### src/rtl/chl_pkg.sv
// Shared constants for the channel start controller.
// Assumes a 32-bit control word with the start flag and the mode field at
// the positions used by neighbouring channel logic.
package chl_pkg;
    localparam logic [1:0] WK_CTRL   = 2'd0;
    localparam logic [1:0] WK_COUNT  = 2'd1;
    localparam logic [1:0] WK_GLOBAL = 2'd2;

    localparam int         START_BIT  = 8;
    localparam int         MODE_LSB   = 2;
    localparam logic [1:0] MODE_CHAIN = 2'b01;
    localparam int         ENABLE_BIT = 0;
endpackage

### src/rtl/chl_chan_regs.sv
// Per-channel control and count storage with the tag-keeping write rule.
// Assumes at most one write per cycle; out-of-range channel indices hit no
// register and read back as zero.
module chl_chan_regs
    import chl_pkg::*;
#(
    parameter int NCH = 10,
    parameter int DW  = 32,
    parameter int CW  = 4
) (
    input  logic          clk,
    input  logic          rst_n,
    input  logic          wr_en,
    input  logic [1:0]    wr_kind,
    input  logic [CW-1:0] wr_chan,
    input  logic          wr_wide,
    input  logic [DW-1:0] wr_data,
    input  logic [CW-1:0] rd_chan,
    output logic [DW-1:0] rd_ctrl,
    output logic [DW-1:0] rd_count,
    output logic [NCH-1:0] run_vec
);
    localparam int HW = DW / 2;

    logic [DW-1:0] ctrl_arr [NCH];
    logic [DW-1:0] cnt_arr  [NCH];

    logic wr_tag_zero;
    logic wr_is_chain;
    assign wr_tag_zero = (wr_data[DW-1:HW] == '0);
    assign wr_is_chain = (wr_data[MODE_LSB+1:MODE_LSB] == MODE_CHAIN);

    for (genvar g = 0; g < NCH; g++) begin : g_ch
        logic          hit_ctrl;
        logic          hit_cnt;
        logic [DW-1:0] ctrl_q;
        logic [DW-1:0] cnt_q;

        assign hit_ctrl = wr_en && (wr_kind == WK_CTRL)  && (wr_chan == CW'(g));
        assign hit_cnt  = wr_en && (wr_kind == WK_COUNT) && (wr_chan == CW'(g));

        // Control word: half write, tag-keeping chain write or full write.
        always_ff @(posedge clk) begin
            if (!rst_n) begin
                ctrl_q <= '0;
            end else if (hit_ctrl) begin
                if (!wr_wide) begin
                    ctrl_q[HW-1:0] <= wr_data[HW-1:0];
                end else if (wr_is_chain && wr_tag_zero) begin
                    ctrl_q[HW-1:0] <= wr_data[HW-1:0];
                end else begin
                    ctrl_q <= wr_data;
                end
            end
        end

        // Count word: direct write, or cleared when its upper half is set.
        always_ff @(posedge clk) begin
            if (!rst_n) begin
                cnt_q <= '0;
            end else if (hit_ctrl) begin
                if (cnt_q[DW-1:HW] != '0) begin
                    cnt_q <= '0;
                end
            end else if (hit_cnt) begin
                cnt_q <= wr_data;
            end
        end

        assign ctrl_arr[g] = ctrl_q;
        assign cnt_arr[g]  = cnt_q;
        assign run_vec[g]  = ctrl_q[START_BIT];

        AST_HALF_KEEPS_TAG: assert property (@(posedge clk) disable iff (!rst_n)
            (hit_ctrl && !wr_wide) |=> (ctrl_q[DW-1:HW] == $past(ctrl_q[DW-1:HW])));
        AST_CHAIN_KEEPS_TAG: assert property (@(posedge clk) disable iff (!rst_n)
            (hit_ctrl && wr_wide && wr_is_chain && wr_tag_zero)
            |=> (ctrl_q[DW-1:HW] == $past(ctrl_q[DW-1:HW])));
        AST_COUNT_TOP_ZERO: assert property (@(posedge clk) disable iff (!rst_n)
            hit_ctrl |=> (cnt_q[DW-1:HW] == '0));
    end

    // Readback mux for the selected channel.
    always_comb begin
        rd_ctrl  = '0;
        rd_count = '0;
        for (int i = 0; i < NCH; i++) begin
            if (rd_chan == CW'(i)) begin
                rd_ctrl  = ctrl_arr[i];
                rd_count = cnt_arr[i];
            end
        end
    end
endmodule

### src/rtl/chl_start_decode.sv
// Combinational decode of a control write into immediate launch, deferral
// and busy-error requests. Assumes run_vec reflects stored start flags
// before the current write lands.
module chl_start_decode
    import chl_pkg::*;
#(
    parameter int NCH = 10,
    parameter int CW  = 4
) (
    input  logic           wr_en,
    input  logic [1:0]     wr_kind,
    input  logic [CW-1:0]  wr_chan,
    input  logic           wr_start,
    input  logic           en,
    input  logic [NCH-1:0] run_vec,
    output logic [NCH-1:0] imm_vec,
    output logic [NCH-1:0] set_vec,
    output logic           err_now,
    output logic           glob_wr
);
    logic [NCH-1:0] hit_vec;

    for (genvar g = 0; g < NCH; g++) begin : g_hit
        assign hit_vec[g] = wr_en && (wr_kind == WK_CTRL) && (wr_chan == CW'(g));
    end

    // Split a start request by the current global enable.
    always_comb begin
        imm_vec = hit_vec & {NCH{wr_start &&  en}};
        set_vec = hit_vec & {NCH{wr_start && !en}};
        err_now = wr_start && en && ((hit_vec & run_vec) != '0);
        glob_wr = wr_en && (wr_kind == WK_GLOBAL);
    end
endmodule

### src/rtl/chl_pend_replay.sv
// Global enable, pending mask and lowest-first replay arbiter.
// Assumes set requests arrive only while disabled; replay is armed by a
// 0-to-1 enable write and stops when the mask drains or enable drops.
module chl_pend_replay #(
    parameter int NCH = 10
) (
    input  logic           clk,
    input  logic           rst_n,
    input  logic [NCH-1:0] set_vec,
    input  logic           glob_wr,
    input  logic           glob_val,
    output logic           en_q,
    output logic [NCH-1:0] pend_q,
    output logic [NCH-1:0] grant
);
    logic replay_q;

    // Pick the lowest pending channel while replay is armed and enabled.
    always_comb begin
        grant = '0;
        if (replay_q && en_q) begin
            for (int i = NCH - 1; i >= 0; i--) begin
                if (pend_q[i]) begin
                    grant = NCH'(1) << i;
                end
            end
        end
    end

    // Global enable register.
    always_ff @(posedge clk) begin
        if (!rst_n)       en_q <= 1'b0;
        else if (glob_wr) en_q <= glob_val;
    end

    // Replay arm flag: set on the enable rising edge, cleared when drained.
    always_ff @(posedge clk) begin
        if (!rst_n) begin
            replay_q <= 1'b0;
        end else if (glob_wr && glob_val && !en_q) begin
            replay_q <= 1'b1;
        end else if (replay_q && (!en_q || ((pend_q & ~grant) == '0))) begin
            replay_q <= 1'b0;
        end
    end

    // Pending mask: retire granted bits, capture deferred requests.
    always_ff @(posedge clk) begin
        if (!rst_n) pend_q <= '0;
        else        pend_q <= (pend_q & ~grant) | set_vec;
    end

    AST_PEND_CAPTURE: assert property (@(posedge clk) disable iff (!rst_n)
        (set_vec != '0) |=> ((pend_q & $past(set_vec)) == $past(set_vec)));
    AST_GRANT_ONEHOT: assert property (@(posedge clk) disable iff (!rst_n)
        $onehot0(grant));
    AST_GRANT_RETIRES: assert property (@(posedge clk) disable iff (!rst_n)
        (grant != '0) |=> ((pend_q & $past(grant)) == '0));
endmodule

### src/rtl/chan_launch_front.sv
// Top of the channel start controller: register storage, start decode,
// deferral/replay and registered launch and error pulses.
// Assumes one write per cycle on a single port.
module chan_launch_front #(
    parameter  int NCH = 10,
    parameter  int DW  = 32,
    localparam int CW  = $clog2(NCH)
) (
    input  logic           clk,
    input  logic           rst_n,
    input  logic           wr_en,
    input  logic [1:0]     wr_kind,
    input  logic [CW-1:0]  wr_chan,
    input  logic           wr_wide,
    input  logic [DW-1:0]  wr_data,
    input  logic [CW-1:0]  rd_chan,
    output logic [DW-1:0]  rd_ctrl,
    output logic [DW-1:0]  rd_count,
    output logic [NCH-1:0] launch,
    output logic           busy_err,
    output logic [NCH-1:0] pend_mask,
    output logic           glob_en
);
    import chl_pkg::*;

    logic [NCH-1:0] run_vec;
    logic [NCH-1:0] imm_vec;
    logic [NCH-1:0] set_vec;
    logic [NCH-1:0] grant;
    logic           err_now;
    logic           glob_wr;
    logic [NCH-1:0] launch_q;
    logic           err_q;

    chl_chan_regs #(.NCH(NCH), .DW(DW), .CW(CW)) u_regs (
        .clk      (clk),
        .rst_n    (rst_n),
        .wr_en    (wr_en),
        .wr_kind  (wr_kind),
        .wr_chan  (wr_chan),
        .wr_wide  (wr_wide),
        .wr_data  (wr_data),
        .rd_chan  (rd_chan),
        .rd_ctrl  (rd_ctrl),
        .rd_count (rd_count),
        .run_vec  (run_vec)
    );

    chl_start_decode #(.NCH(NCH), .CW(CW)) u_dec (
        .wr_en    (wr_en),
        .wr_kind  (wr_kind),
        .wr_chan  (wr_chan),
        .wr_start (wr_data[START_BIT]),
        .en       (glob_en),
        .run_vec  (run_vec),
        .imm_vec  (imm_vec),
        .set_vec  (set_vec),
        .err_now  (err_now),
        .glob_wr  (glob_wr)
    );

    chl_pend_replay #(.NCH(NCH)) u_pend (
        .clk      (clk),
        .rst_n    (rst_n),
        .set_vec  (set_vec),
        .glob_wr  (glob_wr),
        .glob_val (wr_data[ENABLE_BIT]),
        .en_q     (glob_en),
        .pend_q   (pend_mask),
        .grant    (grant)
    );

    // Registered launch and error pulses.
    always_ff @(posedge clk) begin
        if (!rst_n) begin
            launch_q <= '0;
            err_q    <= 1'b0;
        end else begin
            launch_q <= imm_vec | grant;
            err_q    <= err_now;
        end
    end

    assign launch   = launch_q;
    assign busy_err = err_q;

    AST_LAUNCH_NEEDS_EN: assert property (@(posedge clk) disable iff (!rst_n)
        (launch != '0) |-> $past(glob_en));
    AST_ERR_NEEDS_EN: assert property (@(posedge clk) disable iff (!rst_n)
        busy_err |-> glob_en);
    AST_ERR_WITH_LAUNCH: assert property (@(posedge clk) disable iff (!rst_n)
        busy_err |-> (launch != '0));
endmodule

### config.mk
export PLATFORM = sky130hd
export DESIGN_NAME = chan_launch_front
export DESIGN_NICKNAME = d
export VERILOG_FILES = /design/src/rtl/chl_pkg.sv /design/src/rtl/chl_chan_regs.sv /design/src/rtl/chl_start_decode.sv /design/src/rtl/chl_pend_replay.sv /design/src/rtl/chan_launch_front.sv
export SDC_FILE = /design/constraint.sdc
export NUM_CORES = 2
export LEC_CHECK = 0
export BUFFER_PORTS_ARGS = -buffer_cell sky130_fd_sc_hd__clkbuf_2
export CAP_MARGIN = 20
export CORE_MARGIN = 10
export CORE_UTILIZATION = 25
export CTS_CLUSTER_SIZE = 8
export DETAILED_ROUTE_END_ITERATION = 8
export HOLD_SLACK_MARGIN = 0.05
export MAX_ROUTING_LAYER = met4
export PLACE_DENSITY_LB_ADDON = 0.25
export SYNTH_ARGS = -nofsm -noshare
export SYNTH_HDL_FRONTEND = slang
export SYNTH_SLANG_ARGS = --single-unit
### constraint.sdc
create_clock -name clk -period 2.8 [get_ports clk]
set_clock_uncertainty 0.15 [all_clocks]
set_input_delay 0.56 -clock clk [delete_from_list [all_inputs] [get_ports clk]]
set_output_delay 0.56 -clock clk [all_outputs]
set_load 0.1 [all_outputs]
==> summary.md <==
| Metric | Value |
|---|---|
| Synth cell types | 64 |
| DR vias | roughly 28000 |
| Vias in the first global route | 26800 |
| Seq/Total Area, Yosys | a little over two fifths |
| Largest net degree at the start of global routing | 84 |
| Outcome | complete, but fails checks |
| Layout cells sized above 1 | 28.0% |
| Critical path class | input port to primary output |
| Total of max-cap violations | 0 |
| Final Cycle Share | 108% |
| Yosys warnings | 0 |
| Synth Area per Inst | between 8 and 9 um^2 |
| Max H-tree Level | 3 |
| Total Power | 23.0 mW |
| Util after Layout | about a third |
| Clk Latency, worst-skew pair | between 0.6 and 0.7 ns |
| Fillers | 12300 |
| Reg2reg setup slack | approximately 0.67 ns |
| First-pass GRT wire length | 184000 um |
| Worst EP arrival | 2.31 ns |
| Final ANT Viol Nets | 0 |
| Crit Path Max Fanout | 9 |
| Post-Syn Nets | 3605 |
| Hold Crit Depth | 3 |
| Worst Setup End Kind | primary output |
| CTS Buffer Depth | 3 |
| Setup crit start kind | input port |
| Failing checks | negative setup slack |
| Boundary pin count | 132 |
| Die span in x | 368 um |
| CTS tree | yes |
| Initial DRC count | between 2000 and 2500 |
| Initial antenna violation count | 4 |
| CTS sink count | 663 |
| Hold Buf Count CTS | 0 |
| CTS Root Cell | clkbuf_16 |
| DRC | 0 |
| Synth Flop Type | dfxtp_1 |
| Commonest non-fill, non-tap cell in the layout | dfxtp_1 |
| FF-to-FF End | u_regs.g_ch[7].cnt_q[6] |
| Post-Route WL | 129000 um |
| Total GRT Usage | 18.1% |
| Req. time, crit path | roughly 2.1 ns |
| DIE AREA | about 140000 um^2 |
| Crit Reg-Reg Startpoint | u_regs.g_ch[7].cnt_q[24] |
| Max frequency | 0.332 GHz |
| DRT Pass-1 Iters | 7 |
| Slew HR | 42.3% |
| Area grow syn2layout | 39.5% |
| Nets@finish | between 3000 and 4000 |
| Placer Congestion | 0.884 |
| Global route total overflow | 0 |
| P_leak | about 16 nW |
| Measured slew at the worst slew-check pin | 0.863 ns |
| Final hold viol count | 0 |
| Tightest Hold Check Type | input port to register |
| Clock-pin transition on the worst setup and hold timing paths | 0.05 ns |
| RSZ-0062 raised after global routing | yes |
| Worst R2R Path Depth | 7 |
| Setup slack after layout | -0.216 ns |
| Total CTS buffers | 95 |
| Hold Crit Start | wr_data[10] |
| Starting Density | 25.2% |
| Hold worst-path end | u_regs.g_ch[5].ctrl_q[10] |
| Via/cell ratio | around 5 |
| Number of synthesized flops with an enable pin | 0 |
| Post-DP HPWL | 85100 um |
| Synthesized flop and latch total | 663 |
| Port bufs | 131 |
| Post-Syn Area | 30300 um^2 |
| Fin crit period | 3.02 ns |
| Final setup violation count | 58 |
| Std cell rows | between 100 and 150 |
| Die Ht | 368 um |
| Post-Synthesis Cells | 3559 |
| Asr flop ratio synth | 0% |
| Worst vdd ir | a little over 0.5 mV |
| Core area | roughly 120000 um^2 |
| Pwr Density | ~540 nW/um^2 |
| Slew Viols, Final | 0 |
| Post-DR wirelength/cell | 23.6 um |
| Most frequent cells in the layout | 654 x dfxtp_1, 625 x nand2_1, 348 x nand3_1, 327 x mux2i_1, 239 x buf_4 |
==> Yosys cell counts, types with 15 or more instances <==
cell type	instances	area, um^2
buf_1	32	120
dfxtp_1	663	13300
nand2_1	643	2410
mux2i_1	344	3440
a22oi_1	20	150
nand3_1	348	1740
mux2_2	56	631
a21boi_1	33	248
nor4_1	39	244
o21ai_0	283	1420
o22ai_1	62	388
a2bb2oi_1	15	131
buf_2	24	120
nor3_1	20	100
nor2_1	89	334
a21oi_1	95	475
nor2b_1	96	601
clkbuf_1	269	1010
o221ai_1	46	403
a21boi_0	231	1730
==> power by group <==
group	switching (mW)	total, mW	leakage [nW]	internal, mW
clock	4.42	10.6	1.27	6.19
combinational	1.78	2.83	9.12	1.05
sequential	0.0280	9.51	5.34	9.48
==> critical path, cell delays in order <==
cell,delay (ns)
clkbuf_16,0.15
buf_6,0.12
buf_12,0.13
buf_6,0.12
mux2i_2,0.18
o21ai_2,0.07
a222oi_1,0.58
o21ai_4,0.17
buf_12,0.21
==> flip-flops by register name (all words and copies together), names as in the netlist <==
| name | cells |
|---|---|
| u_regs.g_ch.cnt_q | 320 |
| u_pend.pend_q | 10 |
| u_pend.en_q | 1 |
| busy_err | 1 |
| u_pend.replay_q | 1 |
| u_regs.g_ch.ctrl_q | 320 |
| launch | 10 |
==> routing by layer <==
layer,up-vias,GRT usage [%],wire length (um)
met1,13800,23.7,58900
li1,13100,-,-
met3,179,2.41,5920
met4,0,5.36,3860
met2,750,29.0,60400
met5,-,-,0
==> worst max path at each step <==
stage / startpoint / end
finish: rd_chan[1] / rd_count[20]
detailed placement: rd_chan[1] / rd_count[30]
global placement: rd_chan[1] / rd_count[30]
CTS: rd_chan[1] / rd_ctrl[24]
floorplan: rd_chan[2] / rd_count[14]
global route: rd_chan[1] / rd_count[20]
==> cell families (layout without fill, tap and decap cells) <==
family | count (synthesis) | after routing | share of synthesized area (%)
other | 0 | 4 | 0
multiplexers | 405 | 405 | 13.8
AND/OR/NAND/NOR | 1303 | 1303 | 19.9
AO/OA/AOI/OAI | 841 | 841 | 17.9
flip-flops | 663 | 663 | 43.7
adder cells (fa/ha/maj) | 3 | 3 | 0.0990
buffers and inverters | 344 | 637 | 4.51
==> final cells by class <==
type / count / area [um^2] / area share (%)
tap: 1612 / 2020 / 4.76
clock inverter: 11 / 183 / 0.431
timing repair buffer: 519 / 6310 / 14.9
sequential: 663 / 13300 / 31.4
multi-input combinational: 2552 / 18100 / 42.7
clock buffer: 100 / 2430 / 5.73
inverter: 7 / 30.0 / 0.0709
antenna: 4 / 10.0 / 0.0236
==> repair_timing <==
item                       4_1_cts  5_1_grt
gates cloned                     8       15
resized for setup              288      229
buffers inserted                36       17
pin swaps                       44      117
setup endpoints to repair       64       64
==> per-stage QoR <==
stage | hold WS [ns] | std cells | setup WS (ns) | area (um^2) | setup TNS [ns]
2_1_floorplan | 0.285 | 3559 | -0.204 | 31100 | -3.07
3_3_place_gp | 0.290 | 5303 | -0.362 | 36800 | -14.99
3_5_place_dp | 0.301 | 5303 | -0.387 | 36800 | -14.59
4_1_cts | 0.109 | 5456 | -0.194 | 41000 | -4.11
5_1_grt | 0.141 | 5467 | -0.232 | 42300 | -7.21
6_report | 0.137 | 5468 | -0.216 | 42300 | -4.37
No activity file was read; power rests on OpenSTA's default activity.
